**config.mk**
```make
export PLATFORM = sky130hd
export DESIGN_NAME = gs_frc_engine
export DESIGN_NICKNAME = d
export VERILOG_FILES = /design/src/rtl/gs_pkg.sv /design/src/rtl/gs_frame_counter.sv /design/src/rtl/gs_intensity.sv /design/src/rtl/gs_frc_cell.sv /design/src/rtl/gs_frc_engine.sv
export SDC_FILE = /design/constraint.sdc
export NUM_CORES = 1
export LEC_CHECK = 0
export BUFFER_PORTS_ARGS = -buffer_cell sky130_fd_sc_hd__buf_4
export CAP_MARGIN = 20
export CORE_MARGIN = 4
export CORE_UTILIZATION = 65
export DETAILED_ROUTE_END_ITERATION = 10
export GPL_TIMING_DRIVEN = 0
export PLACE_DENSITY_LB_ADDON = 0.2
export SLEW_MARGIN = 10
export SYNTH_ARGS = -nofsm -noshare
export SYNTH_HDL_FRONTEND = slang
export SYNTH_SLANG_ARGS = --single-unit
```
**constraint.sdc**
```tcl
create_clock -name clk -period 13 [get_ports clk]
set_input_delay 3.9 -clock clk [delete_from_list [all_inputs] [get_ports clk]]
set_output_delay 3.9 -clock clk [all_outputs]
set_load 0.02 [all_outputs]
```
**src/rtl/gs_pkg.sv**
```systemverilog
package gs_pkg;

    localparam int COMP_W  = 6;
    localparam int LVL_W   = 5;
    localparam int POS_W   = 2;
    localparam int NUM_CH  = 3;
    localparam int W_SHIFT = 8;
    localparam int SUM_W   = COMP_W + W_SHIFT;
    localparam int HASH_W  = 2 * POS_W;

    localparam logic [SUM_W-1:0] W_RED   = SUM_W'(77);
    localparam logic [SUM_W-1:0] W_GREEN = SUM_W'(150);
    localparam logic [SUM_W-1:0] W_BLUE  = SUM_W'(29);

    typedef logic [COMP_W-1:0] comp_t;
    typedef logic [LVL_W-1:0]  level_t;
    typedef logic [POS_W-1:0]  pos_t;

    typedef struct packed {
        comp_t red;
        comp_t green;
        comp_t blue;
    } rgb_t;

    typedef enum logic [1:0] {
        MODE_MONO_GREEN = 2'd0,
        MODE_MONO_LUMA  = 2'd1,
        MODE_COLOR      = 2'd2
    } gs_mode_e;

    typedef level_t [NUM_CH-1:0] lvl_vec_t;

    function automatic level_t chan_offset(input int ch);
        case (ch)
            0:       return level_t'(0);
            1:       return level_t'(11);
            default: return level_t'(22);
        endcase
    endfunction

    function automatic comp_t luma6(input rgb_t px);
        logic [SUM_W-1:0] acc;
        acc = W_RED   * SUM_W'(px.red)
            + W_GREEN * SUM_W'(px.green)
            + W_BLUE  * SUM_W'(px.blue);
        return acc[SUM_W-1:W_SHIFT];
    endfunction

    function automatic level_t to_level(input comp_t c);
        return c[COMP_W-1:COMP_W-LVL_W];
    endfunction

    function automatic level_t bit_reverse(input level_t v);
        level_t r;
        for (int i = 0; i < LVL_W; i++) begin
            r[i] = v[LVL_W-1-i];
        end
        return r;
    endfunction

    function automatic level_t pos_hash(input pos_t x, input pos_t y);
        return level_t'({x ^ y, x});
    endfunction

    function automatic gs_mode_e decode_mode(input logic color, input logic luma);
        if (color)     return MODE_COLOR;
        else if (luma) return MODE_MONO_LUMA;
        else           return MODE_MONO_GREEN;
    endfunction

endpackage

```
**src/rtl/gs_frame_counter.sv**
```systemverilog
module gs_frame_counter
    import gs_pkg::*;
(
    input  logic   clk,
    input  logic   rst,
    input  logic   advance,
    output level_t count
);

    always_ff @(posedge clk) begin
        if (rst) begin
            count <= '0;
        end else if (advance) begin
            count <= count + level_t'(1);
        end
    end

    p_frame_step_r5: assert property (@(posedge clk) disable iff (rst)
        advance |=> (count == level_t'($past(count) + level_t'(1))));

    p_frame_hold_r5: assert property (@(posedge clk) disable iff (rst)
        !advance |=> $stable(count));

endmodule

```
**src/rtl/gs_intensity.sv**
```systemverilog
module gs_intensity
    import gs_pkg::*;
(
    input  gs_mode_e mode,
    input  rgb_t     pixel,
    output lvl_vec_t levels
);

    comp_t mono_src;

    always_comb begin
        mono_src = (mode == MODE_MONO_LUMA) ? luma6(pixel) : pixel.green;
        levels   = '0;
        if (mode == MODE_COLOR) begin
            levels[0] = to_level(pixel.red);
            levels[1] = to_level(pixel.green);
            levels[2] = to_level(pixel.blue);
        end else begin
            levels[0] = to_level(mono_src);
        end
    end

endmodule

```
**src/rtl/gs_frc_cell.sv**
```systemverilog
module gs_frc_cell
    import gs_pkg::*;
#(
    parameter level_t PHASE_OFF = '0
) (
    input  level_t level,
    input  level_t base_phase,
    output logic   dot_on
);

    level_t phase;
    level_t rank;

    always_comb begin
        phase  = base_phase + PHASE_OFF;
        rank   = bit_reverse(phase);
        dot_on = (rank < level);
    end

endmodule

```
**src/rtl/gs_frc_engine.sv**
```systemverilog
module gs_frc_engine
    import gs_pkg::*;
(
    input  logic       clk,
    input  logic       rst,
    input  logic       cfg_color,
    input  logic       cfg_luma,
    input  logic       frame_start,
    input  logic       in_valid,
    input  logic [5:0] in_red,
    input  logic [5:0] in_green,
    input  logic [5:0] in_blue,
    input  logic [1:0] pos_x,
    input  logic [1:0] pos_y,
    output logic       out_valid,
    output logic [2:0] out_dots
);

    gs_mode_e            mode;
    rgb_t                pixel;
    lvl_vec_t            levels;
    level_t              frame_cnt;
    level_t              base_phase;
    logic [NUM_CH-1:0]   dots_next;

    assign mode       = decode_mode(cfg_color, cfg_luma);
    assign pixel      = '{red: in_red, green: in_green, blue: in_blue};
    assign base_phase = frame_cnt + pos_hash(pos_x, pos_y);

    gs_frame_counter u_frame (
        .clk     (clk),
        .rst     (rst),
        .advance (frame_start),
        .count   (frame_cnt)
    );

    gs_intensity u_int (
        .mode   (mode),
        .pixel  (pixel),
        .levels (levels)
    );

    for (genvar ch = 0; ch < NUM_CH; ch++) begin : g_ch
        gs_frc_cell #(
            .PHASE_OFF (chan_offset(ch))
        ) u_cell (
            .level      (levels[ch]),
            .base_phase (base_phase),
            .dot_on     (dots_next[ch])
        );
    end

    always_ff @(posedge clk) begin
        if (rst) begin
            out_valid <= 1'b0;
            out_dots  <= '0;
        end else begin
            out_valid <= in_valid;
            out_dots  <= in_valid ? dots_next : '0;
        end
    end

    p_valid_rise_r9: assert property (@(posedge clk) disable iff (rst)
        in_valid |=> out_valid);

    p_idle_quiet_r9: assert property (@(posedge clk) disable iff (rst)
        !in_valid |=> (!out_valid && out_dots == '0));

    p_mono_upper_zero_r2: assert property (@(posedge clk) disable iff (rst)
        (in_valid && !cfg_color) |=> (out_dots[2:1] == 2'b00));

    p_level0_dark_r7: assert property (@(posedge clk) disable iff (rst)
        (in_valid && levels[0] == '0) |=> !out_dots[0]);

    p_out_bounded_r9: assert property (@(posedge clk) disable iff (rst)
        !out_valid |-> (out_dots == '0));

endmodule

```
---- Yosys cells after proc, flatten, opt, wreduce, memory -nomap -nowiden ----
Cells that the tools add are included.
storage, ports and cells
  input port bits ......................... 28
  output and inout bits ................... 4
  register bits ........................... 9
  word-level logic and storage cells ...... 25
operators by class
  bitwise gates (word level) .............. 2
  multiplexer cells ....................... 5
  reduce and logical (&&, ||, !) cells .... 1
  multiply operators ...................... 3
  equal/unequal tests ..................... 2
  $add $sub $neg .......................... 6
  $lt $le $gt $ge ......................... 3
operators with widths
  cell                                                                    count
  7-bit by 6-bit multiplier with 13-bit output (first input constant)     2
  5-bit less-than comparator                                              3
  13-bit by 14-bit adder with 14-bit output                               1
  14-bit by 11-bit adder with 14-bit output                               1
  5-bit by 6-bit multiplier with 11-bit output (first input constant)     1
  10-bit two-way mux                                                      1
  6-bit two-way mux                                                       1
  5-bit by 1-bit adder with 5-bit output (second input constant)          1
  5-bit by 4-bit adder with 5-bit output                                  1
  5-bit by 4-bit adder with 5-bit output (second input constant)          1
  5-bit adder (second input constant)                                     1
  5-bit two-way mux                                                       1
  2-bit by 1-bit equality test with 1-bit output (second input constant)  1
  2-bit equality test (second input constant)                             1
  2-bit two-way mux                                                       1
  2-bit OR reduction                                                      1
  2-bit bitwise XOR                                                       1
  1-bit two-way mux                                                       1
  1-bit inverter                                                          1

---- Depth between registers and ports, before layout ----
Gate-level depths: netlist of run 1.
  depth in word-level cells ............... 6
  depth in mapped cells ................... 29
  gate-level depth less buffers ........... 28

---- Cells and area by module ----
A second synthesis of run 1 with hierarchy kept.
unflattened totals
  cell total of the unflattened synthesis .. 390
  area total of the unflattened synthesis .. 3,477.1 µm²
modules (own cells, without submodules)
  module                        cells each  times used  sequential area each (µm²)  area an instance (µm²)
  gs_intensity                  279         1           0.0                         2,504.9
  gs_frc_engine                 29          1           80.1                        279.0
  gs_frame_counter              22          1           100.1                       247.7
  gs_frc_cell (g_ch[1].u_cell)  23          1           0.0                         173.9
  gs_frc_cell (g_ch[2].u_cell)  22          1           0.0                         161.4
  gs_frc_cell (g_ch[0].u_cell)  15          1           0.0                         110.1

---- Worst setup path after synthesis of run 1 ----
Ideal clock, no wire load.
  path kind ............................... in2reg
  start point ............................. input in_green[3]
  end point ............................... register out_dots[0]
  setup slack ............................. 3.504 ns
  library setup time ...................... 0.058 ns
  data required time ...................... 12.942 ns
  path buffers ............................ 0
  stages .................................. 27
  arrival ................................. 9.438 ns
  cells stage by stage .................... ha_1 > ha_1 > fa_1 > inv_1 > fa_1 > nor2b_1 > o21ai_0 > nand3_1 > nand2b_1 > fa_1 > inv_1 > fa_1 > inv_1 > fa_1 > inv_1 > ha_1 > a21oi_1 > o221ai_1 > a21o_1 > a211o_1 > nor2_1 > a211oi_2 > ha_1 > nand4_1 > o21ai_0 > nor3_1 > o21a_1
on the way
  word-level cells in the longest chain between the ends .. 6
ends and longest elaborated chain
  element                                       RTL line             text
  from (decl)                                   gs_frc_engine.sv:11  input logic [5:0] in_green,
  7-bit by 6-bit multiplier with 13-bit output  gs_pkg.sv:44         + W_GREEN * SUM_W'(px.green)
  13-bit by 14-bit adder with 14-bit output     gs_pkg.sv:44
  14-bit by 11-bit adder with 14-bit output     gs_pkg.sv:45         + W_BLUE * SUM_W'(px.blue);
  6-bit two-way mux (*)                         gs_intensity.sv:12   mono_src = (mode == MODE_MONO_LUMA) ? luma6(pixel) : pixel.green;
  5-bit two-way mux (*)                         gs_intensity.sv:14   if (mode == MODE_COLOR) begin
  5-bit less-than comparator (*)                gs_frc_cell.sv:17    dot_on = (rank < level);
  to (signal assigned)                          gs_frc_engine.sv:59  out_dots <= in_valid ? dots_next : '0;
  to (decl)                                     gs_frc_engine.sv:16  output logic [2:0] out_dots
Every way passes the cells marked *; elsewhere a longest branch is shown, timed or not.
A chain may end at the register's enable or synchronous reset.

---- Final worst setup path of run 1 ----
Same ends and word-level chain as after synthesis.

==> metrics.yaml, run 1 <==
final_layout:
  synthToLayoutAreaGrowth_pct: 10.6
  insertedDiodeCount: 0
  nets: 564
  nFillCells: 398
  drive_above_1_share: 0.100
  final-seq-area_um2: 180
  multi_input_area_um2: 2870
  fin_util: 0.738
  stdcell_count: 479
flow_run:
  max_cap_violations: 0
detailed_routing:
  avgViaCountPerCell: 5.52
  drcViolationCount: 0
  ant_nets: 0
  routed_wire_length_per_instance_um: 15.0
  routed_wirelength_um: 7210
  dr.first_iter.drc_count: 58
  num_vias: 2642
  first_pass_iters: 4
yosys:
  post_synthesis_mean_instance_area_um2: 9.04
  synth_edf_count: 0
  async_reset_ff_frac: 0
  synth_area_um2: 3390
  ys.warnings.count: 0
  synth_largest_area_cell: "ha_1"
  ys_types: 44
  ys_dominant_reg_cell: "dfxtp_1"
  most_numerous_cell_in_the_yosys_netlist: "inv_1"
  netlist_instances: 375
  seq_area_frac_synth: 0.0532
  synth.net_count: 529
  post_synth_most_frequent_cells: "inv_1, ha_1, fa_1"
  synth_top_area_frac: 0.314
  synthTopCellsByArea: "ha_1, fa_1, inv_1"
  ys_ff_latch: 9
worst_setup_path:
  crit_buf_inv: 5
  worst_path_max_fanout: 6
  crit_path_start: "in_green[3]"
  worst-endpoint-arrival_ns: 10.12
  crit_slowest_cell: "fa_1"
  reg2reg_from: "u_frame.count[0]$_SDFFE_PP0P_"
  setup.worst_path.end_class: "register"
  critPathMostFrequentCell: "fa_1"
  max_stage_delay_ns: 0.59
  critical_path.top_delay_family: "adder cells"
  critPathRequiredTime_ns: 13.17
  crit_path_start_kind: "primary input"
  crit_type: "in -> reg"
placed_design:
  post-place-cells: 475
  preCtsSetupSlack_ns: 2.82
  gpl.final_weighted_congestion: 0.879
  hpwl_um: 6400
  port-buffer-count: 30
sta:
  timing_worst_slew_pin_value_ns: 0.451
  period_needed_ns: 9.95
  relSlewSlack: 0.697
  hold_viol_final: 0
  setup_ws_ns: 3.05
  report.final.setup_viol: 0
  finalMaxSlewViolations: 0
  fin_crit_sh: 0.765
  clock_skew_ns: 0.0135
  fmaxAchievable_mhz: 101
  fin_tns_setup_ns: 0
  rsz0062_at_grt: "false"
power:
  power.static_leakage_uw: 0.00204
  peakVddDrop_mv: 0.159
  power_per_cell_area_nw_per_um2: 206
floorplan:
  die_w_um: 80.2
  die-height_um: 80.2
  pin_count: 32
  row_count: 26
  core_um2: 5070
  floorplan.die_area_um2: 6430
  initial_utilization: 0.668
clock_network:
  cts_setup_buffers: 0
  cts_made_buffers: 3
  cts_max_path_buffers: 2
  cts.reportedPaths.clkPinSlew_ns: 0.06
  postCtsResizedCells: 0
  cts_max_level: 1
  ctsHoldBuffers: 0
  cts.sink_count: 9
  cts_tree: "done"
  worstSkewPairLatency_ns: 0.24
  cts_root_buffer: "clkbuf_8"
global_routing:
  antenna_found_initial: 0
  grt_first_pass_wirelength_um: 12500
  first_global_vias: 2861
  grt_remaining_overflow: 0
  grt_max_degree: 11
  globalRouteTotalUtil: 0.246
hold_path:
  hold_path.startpoint: "u_frame.count[0]$_SDFFE_PP0P_"
  holdCritPathClass: "reg -> reg"
run_status:
  outcome: "finished, final reports clean"
[kinds of logic (layout without fill, tap and decap cells)]
group / after synthesis / after routing / synth area share
adders and majority gates: 126 / 126 / 0.556
buffers and inverters: 90 / 124 / 0.0997
AOI/OAI and AO/OA: 70 / 70 / 0.140
and+or+nand+nor: 56 / 56 / 0.0842
xor gates and xnor gates: 22 / 22 / 0.0613
DFF: 9 / 9 / 0.0532
muxes: 2 / 2 / 0.00591
[per-layer routing]
metal  wire [µm]  up-vias  GRT usage
met5           0        -          0
met4         165        0     0.0642
met3         200       16     0.0168
met2        3680       49      0.451
met1        3160     1262      0.310
li1            -     1315          -
[sequential cells by signal (all words and copies together) (netlist names)]
name           cells
out_valid          1
u_frame.count      5
out_dots           3
[where the power goes]
part	internal (µW)	leakage (µW)	switching, µW
combinational	309	0.00195	396
clock	21.5	0.0000228	12.4
sequential	30.1	0.0000737	1.39
total	360	0.00204	410
[cells in the final DEF (no fill, tap or decap), types with 4 or more instances in the layout]
cell / instances
fa_1: 41
nor2_1: 12
a211oi_1: 5
xor2_1: 9
a22o_1: 5
o21a_1: 6
a21o_1: 6
buf_4: 30
nand4_1: 4
ha_1: 85
o21ai_1: 5
xnor2_1: 11
nand2_1: 14
inv_1: 86
o21ai_0: 10
a21oi_1: 16
nor3_1: 7
dfxtp_1: 9
[stage by stage]
step	total power, µW	hold WS, ns	area (µm²)
3_5_place_dp	732	0.551	3700
3_3_place_gp	705	0.535	3700
4_1_cts	771	0.578	3750
2_1_floorplan	589	0.507	3390
6_report	771	0.576	3750
5_1_grt	885	0.612	3750
[path summary, 6_finish.rpt]
check                                                endpoint  slack, ns  cells past startpoint
worst min register to register  u_frame.count[0]$_SDFFE_PP0P_       0.58                      2
worst max-delay path                   out_dots[0]$_SDFF_PP0_       3.05                     28
worst max register to register         out_dots[2]$_SDFF_PP0_      10.33                     11
worst min-delay path            u_frame.count[0]$_SDFFE_PP0P_       0.58                      2
[layout make-up]
class,count,share of cell area
multi-input cells,276,0.766
clock buffers,4,0.0120
well taps,70,0.0234
plain buffers,3,0.00301
repair buffers,30,0.0601
inverters,87,0.0871
flip-flops and latches,9,0.0481
[worst reg2reg max path, stage by stage (launching register included)]
cell,delay [ns]
dfxtp_1,0.34
ha_1,0.23
fa_1,0.43
xor2_2,0.35
inv_2,0.09
ha_1,0.21
xnor2_1,0.14
ha_1,0.31
o21a_1,0.17
o211ai_1,0.15
nand2_1,0.08
o21ai_1,0.10
No activity file was read; power rests on OpenSTA's default activity.
==> inputs of run 2 (changes only) <==
Settings changed: CORE_UTILIZATION 65 to 62.
Clock period 13 ns to 9.21 ns, I/O delays scaled along.
==> run 2 against run 1 <==
Effect of this change:
- worst setup slack lost 2.6 ns
- via count grew 0.79%
- clock power grew 35%
- critical path depth shrank 2
- wire length grew 2.2%
- register-to-register slack lost 3.8 ns
- final area grew 0.13%
- total power grew 44%
- global-route usage grew 0.25 points
- worst hold slack lost 0.024 ns
- combinational power grew 45%
- sequential share of layout area is essentially flat
- critical endpoint unchanged
- largest cell class unchanged
==> metrics.yaml, run 2 (synthesis results as in run 1) <==
clock_network:
  cts_setup_buffers: 0
  postCtsResizedCells: 0
  cts.sink_count: 9
  cts_made_buffers: 3
  cts_tree: "done"
  cts_root_buffer: "clkbuf_8"
  cts_max_path_buffers: 2
  ctsHoldBuffers: 0
  cts.reportedPaths.clkPinSlew_ns: 0.04
  cts_max_level: 1
  worstSkewPairLatency_ns: 0.24
floorplan:
  pin_count: 32
  row_count: 26
  initial_utilization: 0.651
  die_w_um: 81.9
  die-height_um: 81.9
  floorplan.die_area_um2: 6710
  core_um2: 5200
sta:
  worst_hold_slack_ns: 0.552
  report.final.setup_viol: 0
  clock_skew_ns: 0.00945
  fin_tns_setup_ns: 0
  fmaxAchievable_mhz: 114
  period_needed_ns: 8.78
  relSlewSlack: 0.704
  timing_worst_slew_pin_value_ns: 0.441
  rsz0062_at_grt: "false"
  fin_crit_sh: 0.953
  hold_viol_final: 0
  finalMaxSlewViolations: 0
final_layout:
  nFillCells: 426
  max_flop_register: "u_frame.count"
  drive_above_1_share: 0.103
  nets: 564
  most_common_cell_after_layout_fill_and_taps_aside: "inv_1"
  layout_common_cells: "inv_1, ha_1, fa_1"
  fin_util: 0.721
  largest_reg_flops: 5
  largestRegisters: "u_frame.count (5), out_dots (3), out_valid (1)"
  synthToLayoutAreaGrowth_pct: 10.7
  insertedDiodeCount: 0
hold_path:
  timing.hold.worst_path_depth: 2
  holdCritPathClass: "reg -> reg"
  hold-path-endpoint: "u_frame.count[3]$_SDFFE_PP0P_"
  hold_path.startpoint: "u_frame.count[3]$_SDFFE_PP0P_"
detailed_routing:
  first_pass_iters: 4
  num_vias: 2663
  routed_wirelength_um: 7360
  routed_wire_length_per_instance_um: 15.4
  ant_nets: 0
  avgViaCountPerCell: 5.56
  dr.first_iter.drc_count: 105
  drcViolationCount: 0
placed_design:
  port-buffer-count: 30
  gpl.final_weighted_congestion: 0.861
  hpwl_um: 6550
worst_setup_path:
  crit_buf_inv: 3
  rrSetupSlack_ns: 6.54
  critPathMostFrequentCell: "ha_1"
  crit_path_start_kind: "primary input"
  crit_slowest_cell: "fa_1"
  crit_type: "in -> reg"
  critical_path.top_delay_family: "adder cells"
  setup.worst_path.end_class: "register"
  worst_path_max_fanout: 6
  reg2reg_from: "u_frame.count[0]$_SDFFE_PP0P_"
  reg2reg_to: "out_dots[2]$_SDFF_PP0_"
  worst-endpoint-arrival_ns: 8.95
  critPathRequiredTime_ns: 9.38
  max_stage_delay_ns: 0.55
  rr_worst_depth: 11
power:
  power_per_cell_area_nw_per_um2: 296
  peakVddDrop_mv: 0.205
  power.static_leakage_uw: 0.00205
global_routing:
  grt_max_degree: 11
  first_global_vias: 2831
  grt_remaining_overflow: 0
  globalRouteTotalUtil: 0.248
  antenna_found_initial: 0
  grt_first_pass_wirelength_um: 12800
run_status:
  outcome: "finished, final reports clean"
flow_run:
  max_cap_violations: 0
run 2: worst max-delay path by stage:
stage | depth (start not counted) | slack (ns) | startpoint | end
5_1_grt | 26 | 0.03 | in_green[3] | out_dots[0]$_SDFF_PP0_
2_1_floorplan | 27 | 0.85 | in_green[3] | out_dots[0]$_SDFF_PP0_
3_5_place_dp | 26 | 0.17 | in_green[3] | out_dots[0]$_SDFF_PP0_
3_3_place_gp | 26 | 0.28 | in_green[3] | out_dots[0]$_SDFF_PP0_
4_1_cts | 26 | 0.40 | in_green[3] | out_dots[0]$_SDFF_PP0_
6_report | 26 | 0.43 | in_green[3] | out_dots[0]$_SDFF_PP0_
run 2: worst min-delay path, cell delays in order (launching register included):
cell	delay [ns]
dfxtp_1	0.36
xor2_1	0.08
nor2_1	0.07
run 2: through the flow:
stage / cell area [µm²] / worst slack (ns) / power, µW / cells
4_1_cts: 3750 / 0.402 / 1100 / 479
3_5_place_dp: 3700 / 0.167 / 1050 / 475
2_1_floorplan: 3390 / 0.851 / 831 / 375
6_report: 3750 / 0.429 / 1110 / 479
5_1_grt: 3750 / 0.0262 / 1290 / 479
3_3_place_gp: 3700 / 0.280 / 1010 / 475
run 2: report_power, final:
group | switching, µW | total, µW | internal, µW
registers | 1.91 | 44.4 | 42.5
clock network | 15.7 | 45.9 | 30.2
logic | 578 | 1020 | 443
run 2: area by class of cell:
cell class / count / area, µm² / share of cell area
Multi-Input combinational cell: 276 / 2880 / 0.767
Inverter: 87 / 327 / 0.0870
Timing Repair Buffer: 30 / 225 / 0.0600
Sequential cell: 9 / 180 / 0.0480
Tap cell: 70 / 87.6 / 0.0233
Clock buffer: 4 / 45.0 / 0.0120
Buffer: 3 / 11.3 / 0.00300
run 2: metal layers:
metal | GRT usage | up-vias | share of wire
met4 | 0.0598 | 0 | 0.014
li1 | - | 1324 | -
met2 | 0.439 | 50 | 0.50
met5 | 0 | - | 0
met3 | 0.0296 | 10 | 0.040
met1 | 0.321 | 1279 | 0.44
==> inputs of run 3 (changes only) <==
Settings changed: CELL_PAD_IN_SITES_DETAIL_PLACEMENT set to 0, CELL_PAD_IN_SITES_GLOBAL_PLACEMENT set to 1, CORE_UTILIZATION 62 to 48.
==> run 3 against run 2 <==
Effect of this change:
- critical path depth is 1 higher
- core utilization is 17 points lower
- sequential power hardly changed
- clock power is 2% lower
- wire length is 0.52% lower
- non-clock buffer count stayed put
- worst hold slack better by 0.018 ns
- final area is 0.73% higher
- die area is 26% higher
- sequential share of layout area hardly changed
- global-route usage is 6.4 points lower
==> metrics.yaml, run 3 (synthesis results as in run 1) <==
run_status:
  outcome: "finished, final reports clean"
global_routing:
  antenna_found_initial: 0
  grt_first_pass_wirelength_um: 12700
  globalRouteTotalUtil: 0.184
  grt_remaining_overflow: 0
  first_global_vias: 2714
  grt_max_degree: 11
placed_design:
  preCtsSetupSlack_ns: 0.211
  post-place-cells: 501
  hpwl_um: 6500
  port-buffer-count: 30
  gpl.final_weighted_congestion: 0.835
worst_setup_path:
  critPathRequiredTime_ns: 9.38
  crit_path_start: "in_green[4]"
  crit_path_start_kind: "primary input"
  reg2reg_from: "u_frame.count[0]$_SDFFE_PP0P_"
  worst_path_max_fanout: 6
  crit_type: "in -> reg"
  setup.worst_path.end_class: "register"
  worst-endpoint-arrival_ns: 8.91
detailed_routing:
  num_vias: 2595
  drcViolationCount: 0
  routed_wirelength_um: 7330
  dr.first_iter.drc_count: 60
  first_pass_iters: 4
  routed_wire_length_per_instance_um: 14.5
  avgViaCountPerCell: 5.14
  ant_nets: 0
sta:
  worst_hold_slack_ns: 0.570
  hold_viol_final: 0
  period_needed_ns: 8.74
  finalMaxSlewViolations: 0
  fin_crit_sh: 0.949
  relSlewSlack: 0.682
  fmaxAchievable_mhz: 114
  report.final.setup_viol: 0
  fin_tns_setup_ns: 0
  clock_skew_ns: 0.00581
  timing_worst_slew_pin_value_ns: 0.473
  rsz0062_at_grt: "false"
  setup_ws_ns: 0.468
clock_network:
  cts_tree: "done"
  cts_root_buffer: "clkbuf_8"
  worstSkewPairLatency_ns: 0.23
  cts_max_level: 1
  cts.reportedPaths.clkPinSlew_ns: 0.04
  ctsHoldBuffers: 0
  postCtsResizedCells: 0
  cts_max_path_buffers: 2
  cts_setup_buffers: 0
  cts.sink_count: 9
  cts_made_buffers: 3
final_layout:
  nets: 564
  drive_above_1_share: 0.100
  largestRegisters: "u_frame.count (5), out_dots (3), out_valid (1)"
  layout_common_cells: "inv_1, ha_1, fa_1"
  stdcell_count: 505
  insertedDiodeCount: 0
  max_flop_register: "u_frame.count"
  largest_reg_flops: 5
  fin_util: 0.553
  synthToLayoutAreaGrowth_pct: 11.5
  most_common_cell_after_layout_fill_and_taps_aside: "inv_1"
floorplan:
  die-height_um: 92.0
  pin_count: 32
  floorplan.die_area_um2: 8470
  die_w_um: 92.0
  row_count: 30
  initial_utilization: 0.496
  core_um2: 6830
hold_path:
  hold_path.startpoint: "u_frame.count[3]$_SDFFE_PP0P_"
  holdCritPathClass: "reg -> reg"
flow_run:
  max_cap_violations: 0
power:
  power_per_cell_area_nw_per_um2: 293
  power.static_leakage_uw: 0.00204
  peakVddDrop_mv: 0.143
-- run 3: cell types whose count changed in the layout (fill, tap and decap cells not counted) --
cell      previous run  this run
a211oi_2             3         2
a211oi_1             4         5
-- run 3: final timing paths --
kind	endpoint	slack, ns	depth (start not counted)
min	u_frame.count[3]$_SDFFE_PP0P_	0.57	2
max	out_dots[0]$_SDFF_PP0_	0.47	27
max reg2reg	out_dots[2]$_SDFF_PP0_	6.57	11
min reg2reg	u_frame.count[3]$_SDFFE_PP0P_	0.57	2
-- run 3: layer usage --
metal / part of all wire / up-vias / GRT usage / wire length (µm)
met5: 0 / - / 0 / 0
met4: 0.0097 / 0 / 0.0272 / 71
met3: 0.016 / 6 / 0.0139 / 119
met2: 0.48 / 27 / 0.311 / 3520
met1: 0.49 / 1246 / 0.263 / 3620
li1: - / 1316 / - / -
-- run 3: layout make-up --
class / instances / area [µm²]
multi-input combinational: 276 / 2870
sequential: 9 / 180
inverter: 87 / 327
buffer: 3 / 11.3
timing repair buffer: 30 / 225
clock buffer: 4 / 45.0
fill: 694 / 3050
tap: 96 / 120
-- run 3: through the flow --
step	area [µm²]	total power [µW]
CTS	3780	1120
global placement	3730	1040
global route	3780	1280
finish	3780	1110
floorplan	3390	831
detailed placement	3730	1060
-- run 3: critical path, stage by stage --
cell and delay (ns):
buf_4 0.14, ha_1 0.32, fa_1 0.47, ha_1 0.31
ha_1 0.35, nor2b_1 0.15, o21ai_0 0.22, a21oi_1 0.13
nand2b_1 0.18, fa_1 0.51, inv_1 0.05, fa_1 0.47
inv_1 0.06, fa_1 0.53, inv_1 0.04, ha_1 0.34
a21oi_1 0.29, o221ai_1 0.17, a21o_1 0.17, a211o_1 0.29
nor2_1 0.14, a211oi_2 0.05, ha_1 0.31, nand4_1 0.10
o21ai_0 0.08, nor3_1 0.14, o21a_1 0.14
-- run 3: power breakdown --
part	internal, µW	leakage (µW)	total, µW	switching [µW]
clock	30.1	0.0000228	45.0	14.9
sequential	42.5	0.0000737	44.3	1.82
combinational	441	0.00195	1020	579
total	513	0.00204	1110	596
